### src/rtl/swp_pkg.sv
package swp_pkg;

    typedef enum logic [1:0] {
        ST_IDLE  = 2'd0,
        ST_SHIFT = 2'd1,
        ST_TAIL  = 2'd2,
        ST_FALL  = 2'd3
    } swp_state_e;

    typedef enum logic {
        DEST_CTRL = 1'b0,
        DEST_CAL  = 1'b1
    } swp_dest_e;

    localparam int NUM_DEST = 2;

endpackage

### src/rtl/swp_frame_det.sv
module swp_frame_det (
    input  logic clk,
    input  logic rst_n,
    input  logic frame_n,
    output logic fall
);
    typedef struct packed {
        logic prev;
    } fd_s;

    fd_s d, q;

    always_comb begin
        d      = q;
        d.prev = frame_n;
    end

    always_ff @(posedge clk) begin
        if (!rst_n) q.prev <= 1'b1;
        else        q      <= d;
    end

    assign fall = q.prev & ~frame_n;
endmodule

### src/rtl/swp_bitclk.sv
module swp_bitclk #(
    parameter int CLK_DIV = 4
) (
    input  logic clk,
    input  logic rst_n,
    input  logic run,
    input  logic restart,
    output logic level,
    output logic rise_next,
    output logic wrap_next
);
    localparam int HALF = CLK_DIV / 2;
    localparam int PH_W = (CLK_DIV > 1) ? $clog2(CLK_DIV) : 1;

    typedef struct packed {
        logic [PH_W-1:0] ph;
    } bc_s;

    bc_s d, q;

    always_comb begin
        d = q;
        if (restart)  d.ph = '0;
        else if (run) d.ph = wrap_next ? '0 : q.ph + 1'b1;
        else          d.ph = '0;
    end

    always_ff @(posedge clk) begin
        if (!rst_n) q.ph <= '0;
        else        q    <= d;
    end

    assign level     = (q.ph >= PH_W'(HALF));
    assign rise_next = (q.ph == PH_W'(HALF - 1));
    assign wrap_next = (q.ph == PH_W'(CLK_DIV - 1));
endmodule

### src/rtl/swp_shreg.sv
module swp_shreg #(
    parameter int WORD_W = 24
) (
    input  logic              clk,
    input  logic              rst_n,
    input  logic              clear,
    input  logic              shift,
    input  logic              din,
    output logic [WORD_W-1:0] word
);
    typedef struct packed {
        logic [WORD_W-1:0] sr;
    } sh_s;

    sh_s d, q;

    always_comb begin
        d = q;
        if (clear)      d.sr = '0;
        else if (shift) d.sr = {q.sr[WORD_W-2:0], din};
    end

    always_ff @(posedge clk) begin
        if (!rst_n) q.sr <= '0;
        else        q    <= d;
    end

    assign word = q.sr;
endmodule

### src/rtl/selfclk_wr_port.sv
module selfclk_wr_port #(
    parameter int               WORD_W    = 24,
    parameter int               CLK_DIV   = 4,
    parameter logic [WORD_W-1:0] CTRL_INIT = '0,
    parameter logic [WORD_W-1:0] CAL_INIT  = '0
) (
    input  logic              clk,
    input  logic              rst_n,
    input  logic              frame_n,
    input  logic              sdi,
    input  logic              addr_sel,
    output logic              sclk_out,
    output logic              sclk_oe,
    output logic [WORD_W-1:0] ctrl_reg,
    output logic [WORD_W-1:0] cal_reg,
    output logic              wr_done
);
    import swp_pkg::*;

    localparam int CNT_W = $clog2(WORD_W + 1);

    typedef struct packed {
        swp_state_e                         st;
        logic [CNT_W-1:0]                   bits;
        swp_dest_e                          dest;
        logic [NUM_DEST-1:0][WORD_W-1:0]    bank;
        logic                               done;
    } top_s;

    top_s d, q;

    logic              fall;
    logic              level, rise_next, wrap_next;
    logic              start, capture, run;
    logic [WORD_W-1:0] word;

    swp_frame_det u_fdet (
        .clk     (clk),
        .rst_n   (rst_n),
        .frame_n (frame_n),
        .fall    (fall)
    );

    swp_bitclk #(.CLK_DIV(CLK_DIV)) u_bclk (
        .clk       (clk),
        .rst_n     (rst_n),
        .run       (run),
        .restart   (start),
        .level     (level),
        .rise_next (rise_next),
        .wrap_next (wrap_next)
    );

    swp_shreg #(.WORD_W(WORD_W)) u_shr (
        .clk   (clk),
        .rst_n (rst_n),
        .clear (start),
        .shift (capture),
        .din   (sdi),
        .word  (word)
    );

    always_comb begin
        d       = q;
        d.done  = 1'b0;
        start   = 1'b0;
        capture = 1'b0;
        run     = (q.st == ST_SHIFT) || (q.st == ST_TAIL);
        case (q.st)
            ST_IDLE: begin
                if (fall) begin
                    start  = 1'b1;
                    d.st   = ST_SHIFT;
                    d.bits = '0;
                    d.dest = swp_dest_e'(addr_sel);
                end
            end
            ST_SHIFT: begin
                if (frame_n) begin
                    d.st = ST_IDLE;
                end else if (rise_next) begin
                    capture = 1'b1;
                    d.bits  = q.bits + 1'b1;
                    if (q.bits == CNT_W'(WORD_W - 1)) d.st = ST_TAIL;
                end
            end
            ST_TAIL: begin
                if (wrap_next) d.st = ST_FALL;
            end
            ST_FALL: begin
                for (int i = 0; i < NUM_DEST; i++) begin
                    if (q.dest == swp_dest_e'(i)) d.bank[i] = word;
                end
                d.done = 1'b1;
                if (fall) begin
                    start  = 1'b1;
                    d.st   = ST_SHIFT;
                    d.bits = '0;
                    d.dest = swp_dest_e'(addr_sel);
                end else begin
                    d.st = ST_IDLE;
                end
            end
            default: d.st = ST_IDLE;
        endcase
    end

    always_ff @(posedge clk) begin
        if (!rst_n) begin
            q.st                  <= ST_IDLE;
            q.bits                <= '0;
            q.dest                <= DEST_CTRL;
            q.bank[int'(DEST_CTRL)] <= CTRL_INIT;
            q.bank[int'(DEST_CAL)]  <= CAL_INIT;
            q.done                <= 1'b0;
        end else begin
            q <= d;
        end
    end

    assign sclk_oe  = (q.st != ST_IDLE);
    assign sclk_out = sclk_oe ? level : 1'b1;
    assign ctrl_reg = q.bank[int'(DEST_CTRL)];
    assign cal_reg  = q.bank[int'(DEST_CAL)];
    assign wr_done  = q.done;
endmodule

### config.mk
export PLATFORM = sky130hd
export DESIGN_NAME = selfclk_wr_port
export DESIGN_NICKNAME = d
export VERILOG_FILES = /design/src/rtl/swp_pkg.sv /design/src/rtl/swp_frame_det.sv /design/src/rtl/swp_bitclk.sv /design/src/rtl/swp_shreg.sv /design/src/rtl/selfclk_wr_port.sv
export SDC_FILE = /design/constraint.sdc
export NUM_CORES = 1
export LEC_CHECK = 0
export BUFFER_PORTS_ARGS = -buffer_cell sky130_fd_sc_hd__clkbuf_2
export CAP_MARGIN = 20
export CORE_ASPECT_RATIO = 0.9
export CORE_MARGIN = 4
export CORE_UTILIZATION = 40
export DETAILED_ROUTE_END_ITERATION = 8
export GPL_TIMING_DRIVEN = 0
export PLACE_DENSITY = 0.7
export SYNTH_ARGS = -nofsm -noshare
export SYNTH_HDL_FRONTEND = slang
export SYNTH_SLANG_ARGS = --single-unit
### constraint.sdc
create_clock -name clk -period 2.05 [get_ports clk]
set_input_delay 0.1025 -clock clk [delete_from_list [all_inputs] [get_ports clk]]
set_output_delay 0.1025 -clock clk [all_outputs]
set_load 0.01 [all_outputs]
==> impl_metrics.yaml <==
clocking:
  cts_setup_buffers: 0
  clock_sinks: 84
  cts_root_buf: "clkbuf_8"
  numCtsBuffers: 9
  cts_buffer_depth: 2
  h-tree-depth: 3
  clk_pin_slew_ps: 90
  cts_tree: "done"
  clkLatencyLatePin_ps: 370
timing:
  finClkSkew_ps: 13.1
  slew_headroom_pct: 66.8
  fin_setup_tns_ps: 0
  max_freq_ghz: 0.525
  min_period_ps: 1910
  timing.final.ws_setup_ps: 144
  slew_violations: 0
  hold_viol: 0
  setup_viol: 0
  fin_crit_sh_pct: 93.0
  rsz0062_at_grt: "no"
  worst_slew_pin_slew_ps: 495
floorplan:
  start_util_pct: 40.7
  pin_count: 56
  die_w_um: 109
  num_rows: 33
  core_um2: 9080
  die-area_um2: 10900
  die_h_um: 99.3
layout:
  final_cell_mix: "nand2_1 (155), dfxtp_1 (82), clkbuf_2 (57)"
  fin_area_um2: 4330
  finalCoreUtilization_pct: 47.7
  areaGrowthSynthToFinish_pct: 17.1
  final_common_cell: "nand2_1"
  diodes: 0
  nNetsFinal: 530
  n_fill_cell: 934
  drive_gt1_share_pct: 26.2
yosys:
  seq_area_frac_synth_pct: 45.4
  synth_cell_types: 31
  synth_area_leader_cell: "dfxtp_1"
  synthCells: 447
  synth.ff_latch_count: 84
  avgSynthCellArea_um2: 8.28
  synth_top_area_share_pct: 45.4
  synthesis.nets: 463
  synth_warnings: 0
  synthTopCellsByArea: "dfxtp_1 (45%), nand2_1 (16%), buf_4 (10%)"
  syn_area_um2: 3700
worst_setup_path:
  cp.required_ps: 2350
  slowest_stage: "a2111oi_4"
  max_stage_delay_ps: 480
  critPathKind: "flip-flop to flip-flop"
  cp-end-kind: "flip-flop"
  start_kind: "flip-flop"
  arrival_ps: 2200
  crit_chain: "inv_1 > ha_1 > or2_4 > a2111oi_4 > nand4b_1 > a21boi_1"
  cp_max_fo: 6
detailed_routing:
  dr.pass1.iters: 5
  wl_per_cell_um: 12.2
  via_count: 2989
  drc_errors: 0
  drtIter0Drc: 152
  avgViaCountPerCell: 4.66
  routed_wl_um: 7790
  ant_nets: 0
global_route:
  grt_max_degree: 17
  grt_pass1_wl_um: 13200
  antenna_found_initial: 0
  grt-ovfl-total: 0
  first_global_vias: 2882
  grt.total_usage_pct: 15.3
power:
  p_per_area_nw_per_um2: 710
  leakage_nw: 1.73
  ir_drop_uv: 301
outcome:
  status: "finished, final reports clean"
run:
  drv_cap: 0
hold_path:
  min-delay-start: "addr_sel"
  hold_class: "primary input to flip-flop"
placed_design:
  io_buffers: 54
  dpl_cell_area_um2: 4120
  dp_slack_ps: 68.2
  dp_hpwl_um: 5640
  gp_congestion: 0.791
## repair_timing
action / in CTS / in global routing
endpoints found under the hold margin: 2 / 0
gates resized for setup: 0 / 10
endpoints found under the setup margin: 0 / 36
hold buffers: 2 / 0
## cells in the mapped netlist
cell and n:
o21ai_0 3, nand3b_1 2, nor2b_1 5, and2b_1 1
nand4b_1 1, a21oi_1 28, a21boi_0 48, or2b_1 1
a31o_2 1, nand2_1 155, clkbuf_1 17, nand2b_1 1
nor2_1 2, o211a_1 1, a2111oi_4 1, buf_4 50
buf_2 6, dfxtp_1 84, o31ai_1 1, and2_1 4
or3_1 1, a2111o_1 1, ha_1 11, mux2i_1 2
nor3b_1 2, or2_4 1, inv_1 6, a21boi_1 3
nand3_1 6, o221a_2 1, o21ai_1 1
## cell type report
| class | count | area [um^2] | share of cell area (%) |
|---|---|---|---|
| Buffer | 73 | 473 | 10.9 |
| Clock buffer | 9 | 124 | 2.86 |
| Clock inverter | 7 | 57.6 | 1.33 |
| Inverter | 6 | 22.5 | 0.520 |
| Multi-Input combinational cell | 284 | 1530 | 35.3 |
| Sequential cell | 84 | 1680 | 38.9 |
| Tap cell | 122 | 153 | 3.52 |
| Timing Repair Buffer | 56 | 290 | 6.70 |
## cells by family after synthesis
kind of cell	count (synthesis)	share of synthesized area, %
AO/OA/AOI/OAI	89	16.7
adder cells (fa/ha/maj)	11	3.72
AND/OR/NAND/NOR	182	20.3
multiplexers	2	0.541
buffers and inverters	79	13.3
flip-flops	84	45.4
## through the flow
step	cells	total power [mW]	hold slack, ps
after global routing	641	3.22	33.2
after detailed placement	623	1.99	352
after CTS	641	3.10	37.5
after global placement	623	1.98	346
final	641	3.08	42.1
after floorplan	447	1.92	199
## worst max-delay path, delay by kind of cell, from the launching register on
family                     cells  cell delay [ps]
and+or+nand+nor                2              450
AOI/OAI and AO/OA              2              640
buffers and inverters          1              110
DFF                            1              400
adders and majority gates      1              240
## per-layer routing
layer	GRT usage [%]	wire, um	part of all wire (%)
met1	19.1	3640	47
met2	25.6	3670	47
met3	4.09	379	4.9
met4	4.89	108	1.4
met5	0	0	0
## final timing paths
check	to	depth (start not counted)	slack [ps]
hold / removal	q[49]	3	40
setup reg to reg	q[52]	6	140
hold reg to reg	cal_reg[1]	2	460
setup / recovery	q[52]	6	140
## where the power goes
part | switching, mW | internal [mW]
Clock | 0.655 | 0.456
Combinational | 0.170 | 0.127
Sequential | 0.0208 | 1.65
(Power assumes the default switching activity.)
